`config.mk`:
```
export PLATFORM = sky130hd
export DESIGN_NAME = desc_guard
export DESIGN_NICKNAME = d
export VERILOG_FILES = /design/src/rtl/desc_guard.sv
export SDC_FILE = /design/constraint.sdc
export NUM_CORES = 1
export LEC_CHECK = 0
export BUFFER_PORTS_ARGS = -buffer_cell sky130_fd_sc_hd__buf_2
export CAP_MARGIN = 20
export CORE_MARGIN = 8
export CORE_UTILIZATION = 54
export CTS_BUF_LIST = sky130_fd_sc_hd__clkbuf_16
export DETAILED_ROUTE_END_ITERATION = 6
export GPL_TIMING_DRIVEN = 0
export PLACE_DENSITY = 0.72
export SLEW_MARGIN = 40
export SYNTH_ARGS = -nofsm -noshare
export SYNTH_HDL_FRONTEND = slang
export SYNTH_SLANG_ARGS = --single-unit
```
`constraint.sdc`:
```
create_clock -name clk -period 8.2 [get_ports clk]
set_input_delay 0.41 -clock clk [delete_from_list [all_inputs] [get_ports clk]]
set_output_delay 0.41 -clock clk [all_outputs]
set_load 0.02 [all_outputs]
```
`src/rtl/desc_guard.sv`:
```
module desc_guard #(
  parameter int TAG_W    = 3,
  parameter int IDX_W    = 20,
  parameter int MT_DEPTH = 16,
  parameter int CNT_W    = 32,
  parameter int PA_W     = 30
) (
  input  logic                clk,
  input  logic                rst_n,
  input  logic                req_valid,
  input  logic [TAG_W+47:0]   req_word,
  input  logic [IDX_W-1:0]    req_index,
  input  logic                req_write,
  input  logic                mt_we,
  input  logic [IDX_W-1:0]    mt_idx,
  input  logic [TAG_W+47:0]   mt_wdata,
  input  logic                cnt_clr,
  output logic                rsp_valid,
  output logic [2:0]          rsp_fault,
  output logic [PA_W-1:0]     rsp_paddr,
  output logic [CNT_W-1:0]    cnt_alloc,
  output logic [CNT_W-1:0]    cnt_roll
);
  localparam int WORD_W = TAG_W + 48;
  localparam int SIZE_W = 15;
  localparam int MT_AW  = (MT_DEPTH > 1) ? $clog2(MT_DEPTH) : 1;
  localparam logic [TAG_W-1:0] DESC_TAG = TAG_W'(5);
  localparam logic [CNT_W-1:0] CNT_MAX  = '1;

  logic [WORD_W-1:0] mt_mem [MT_DEPTH];

  always_ff @(posedge clk or negedge rst_n) begin
    if (!rst_n) begin
      for (int i = 0; i < MT_DEPTH; i++) mt_mem[i] <= '0;
    end else if (mt_we && (mt_idx < IDX_W'(MT_DEPTH))) begin
      mt_mem[mt_idx[MT_AW-1:0]] <= mt_wdata;
    end
  end

  logic              is_copy, ref_ok, tag_bad, pres, wable, oob;
  logic [IDX_W-1:0]  mref;
  logic [WORD_W-1:0] mword, eff;
  logic [SIZE_W-1:0] size_f;
  logic [29:0]       addr_f;
  logic [2:0]        fault_n;
  logic [PA_W-1:0]   paddr_n;

  assign is_copy = req_word[46];
  assign mref    = req_word[IDX_W-1:0];
  assign ref_ok  = mref < IDX_W'(MT_DEPTH);
  assign mword   = ref_ok ? mt_mem[mref[MT_AW-1:0]] : '0;
  assign eff     = is_copy ? mword : req_word;

  assign tag_bad = (req_word[WORD_W-1:48] != DESC_TAG) ||
                   (is_copy && ((mword[WORD_W-1:48] != DESC_TAG) || mword[46]));
  assign pres    = eff[47];
  assign wable   = eff[45];
  assign size_f  = eff[44:30];
  assign addr_f  = eff[29:0];
  assign oob     = req_index >= IDX_W'(size_f);

  always_comb begin
    fault_n = 3'd0;
    paddr_n = '0;
    if (tag_bad)                 fault_n = 3'd1;
    else if (!pres && addr_f == '0) fault_n = 3'd2;
    else if (!pres) begin
      fault_n = 3'd3;
      paddr_n = PA_W'(addr_f);
    end
    else if (oob)                fault_n = 3'd4;
    else if (req_write && !wable) fault_n = 3'd5;
    else                         paddr_n = PA_W'(addr_f) + PA_W'(req_index);
  end

  always_ff @(posedge clk or negedge rst_n) begin
    if (!rst_n) begin
      rsp_valid <= 1'b0;
      rsp_fault <= '0;
      rsp_paddr <= '0;
    end else begin
      rsp_valid <= req_valid;
      rsp_fault <= req_valid ? fault_n : 3'd0;
      rsp_paddr <= req_valid ? paddr_n : '0;
    end
  end

  wire hit_alloc = req_valid && fault_n == 3'd2;
  wire hit_roll  = req_valid && fault_n == 3'd3;

  always_ff @(posedge clk or negedge rst_n) begin
    if (!rst_n) begin
      cnt_alloc <= '0;
      cnt_roll  <= '0;
    end else if (cnt_clr) begin
      cnt_alloc <= '0;
      cnt_roll  <= '0;
    end else begin
      if (hit_alloc && cnt_alloc != CNT_MAX) cnt_alloc <= cnt_alloc + 1'b1;
      if (hit_roll  && cnt_roll  != CNT_MAX) cnt_roll  <= cnt_roll + 1'b1;
    end
  end
endmodule


```
==> metrics.md <==
| Metric | Value |
|---|---|
| Switch Pwr | 2.21 mW |
| IO buf count | 239 |
| Setup violators final | 0 |
| DP Worst Slack | 0.894 ns |
| Area share of the largest cell type after synthesis | 52.6% |
| Synthesized net count | 3236 |
| Mapped Avg Cell Area | 14.3 um2 |
| Fill count | 6006 |
| Final WL | 132000 um |
| Num CTS Buffers | 94 |
| Die Span Y | 300 um |
| Failing checks | DRC |
| Clk sink count | 914 |
| R2R setup slack | 2.70 ns |
| Largest cells by area after synthesis | dfrtp_1, mux2_2, mux4_2 |
| Placed instance area | 46300 um2 |
| CP max-delay cell | clkbuf_1 |
| Run status | finished, violations left |
| Htree depth | 3 |
| Placed cell count | 4359 |
| CTS max path bufs | 3 |
| Worst-skew pair later-pin latency | 0.65 ns |
| Chip Width | 300 um |
| Most frequent cells in the layout | dfrtp_1, mux2_2, buf_2 |
| Final setup TNS | 0 ns |
| Final Max Slew Viols | 0 |
| Register area share after synthesis | 52.6% |
| Cell row count | 104 |
| I/O pins | 246 |
| Vias in the first global route | 30.9k |
| Worst VDD drop | 0.172 mV |
| Global-route wire length before repair | 199000 um |
| Post-Layout Inst Area | 49400 um2 |
| Post-synth cell types | 74 |
| Area grow syn2layout | 13.6% |
| Crit path largest cell delay | 0.68 ns |
| Critical-path cell list | buf_2 > buf_2 > buf_2 > buf_2 > buf_2 > clkbuf_1 > mux4_2 > mux4_2 > a22o_1 > ha_1 > nand2b_1 > a21o_1 > a21oi_1 > o21ai_0 > a211oi_1 > o211ai_1 > nor3_1 > a21oi_1 > nor3_1 |
| Most common cell after layout, fill and taps aside | dfrtp_1 |
| Power share of the combinational group | 6.0% |
| Total Nets Final | 3586 |
| GRT Util Overall | 29.1% |
| Gpl congestion | 0.955 |
| RSZ-0062 raised after global routing | no |
| Via density | 6.46 |
| Crit start category | input pin |
| Clock power share | 45.0% |
| Largest net degree at the start of global routing | 116 |
| Total gr overflow | 0 |
| Initial DRC Count | 2780 |
| Crit path max-delay family | buffers and inverters |
| Total Die Area | 89800 um2 |
| Wirelength per Cell | 29.1 um |
| Dpl hpwl | 91500 um |
| Via count | 29.4k |
| Share of layout cells above drive strength 1 | 45.3% |
| Synthesis-stage register bit count | 914 |
| Worst-path fanout max | 10 |
| Lkg Pwr | 24.1 nW |
| Slew margin rel. | 34.8% |
| Top Metal Used | met5 |
| Clock transition at path regs | 0.06 ns |
| Count of flip-flops with a built-in enable after synthesis | 0 |
| Area leader, netlist | dfrtp_1 |
| Data required time at the worst endpoint | 8.69 ns |
| YS warnings | 0 |
| DR DRC count | 8 |
| Initial cell density of the core | 54.2% |
| Dominant synthesized flop cell | dfrtp_1 |
| F_max | 149 MHz |
| Seq pwr share | 49.1% |
| Min Tclk post-route | 6.73 ns |
| Pwr per Cell Area | 186 nW/um2 |
| Post-CTS setup buffer count | 0 |
| Remaining antenna violation count | 0 |
| Worst setup margin | 1.47 ns |
| Final Util | 61.6% |
| Buffers & Inverters on Critical Path | 6 |
| Mapped Cells | 3050 |
| TritonCTS clock tree | yes |
| Min-delay worst type | input pin to flop |
| Critical Path Sink Type | flop |
| Core area | 80200 um2 |
| Worst-Margin Slew | 0.978 ns |
| WS Path Type | input pin to flop |
| Switch share | 24.0% |
| Clock Skew | 0.0178 ns |
| Met2 WL | 62200 um |
| CP arrival | 7.22 ns |
| Cell Area, Synth | 43500 um2 |
| CTS root buf | clkbuf_16 |
| Initial antenna violation count | 22 |
| WL met1 | 52000 um |
| Fin. Hold Viols | 0 |
| DR pass1 iterations | 7 |
| Post-Layout Cell Count | 4548 |
| Period utilisation layout | 82.0% |
| Internal power | 6.99 mW |
| Max_cap viols | 0 |
| Met3 WL | 11900 um |
| Async set-reset flop share out of synthesis | 100% |
| Most used cell, CP | buf_2 |
[per-stage QoR]
stage	hold slack [ns]	power [mW]
CTS	0.0426	9.24
floorplan	0.114	4.85
global placement	0.478	5.11
finish	0.0751	9.20
global route	0.0734	9.47
detailed placement	0.338	5.14
[power groups by stage]
stage	clock [mW]	sequential (mW)	combinational (mW)
after CTS	4.19	4.51	0.546
after detailed placement	0	4.60	0.543
after global placement	0	4.60	0.509
final	4.14	4.51	0.549
after global routing	4.37	4.51	0.594
after floorplan	0	4.60	0.248
[cells by family (layout without fill, tap and decap cells)]
logic type,Yosys count,count (layout),synth area share (%)
muxes,1061,1061,32.7
DFF,914,914,52.6
and+or+nand+nor,433,433,5.57
AOI/OAI and AO/OA,310,310,4.90
buffers and inverters,277,702,2.78
adders and majority gates,38,38,1.11
xor gates and xnor gates,17,17,0.343
other,0,13,0
[repair_timing]
action | 4_1_cts | 5_1_grt
resized for setup | 0 | 0
hold buffers | 2 | 0
endpoints found under the hold margin | 68 | 0
[path summary, 6_finish.rpt]
check | from | end | depth (start not counted)
worst max-delay path | req_word[1] | rsp_paddr[26] | 19
min in group asynchronous | rst_n | mt_mem[685] | 2
max in group asynchronous | rst_n | mt_mem[187] | 6
worst min-delay path | mt_wdata[34] | mt_mem[748] | 2
worst max register to register | mt_mem[408] | rsp_paddr[26] | 17
worst min register to register | mt_mem[493] | mt_mem[493] | 1
[Yosys cell counts, types with 20 or more instances]
master,n
a21oi_1,79
a22o_1,21
a22oi_1,30
buf_1,58
buf_2,21
clkbuf_1,150
dfrtp_1,914
ha_1,37
inv_1,27
mux2_2,848
mux4_2,202
nand2_1,65
nand3_1,49
nand4_1,25
nor2_1,69
nor2b_1,37
nor3_1,34
nor4_1,20
o21ai_0,50
o31ai_1,26
or3_1,23
or4_1,26
[layout make-up]
cell class	count	area, um2	area share [%]
inverters	29	109	0.220
plain buffers	248	1190	2.42
clock inverters	77	593	1.20
flip-flops and latches	914	22900	46.3
repair buffers	254	1480	3.00
well taps	1060	1330	2.68
diodes	13	32.5	0.0658
clock buffers	94	2350	4.76
multi-input cells	1859	19400	39.4
[metal layers]
metal / global-route usage [%] / vias up
met5: 0 / -
met4: 12.1 / 18
met3: 7.44 / 371
li1: - / 12200
met1: 38.2 / 15400
met2: 46.1 / 1390
[flip-flops by register name, summed over array words and instances (netlist names)]
signal	flops
rsp_valid	1
rsp_paddr	30
rsp_fault	3
mt_mem	816
cnt_roll	32
cnt_alloc	32
No activity file was read; power rests on OpenSTA's default activity.
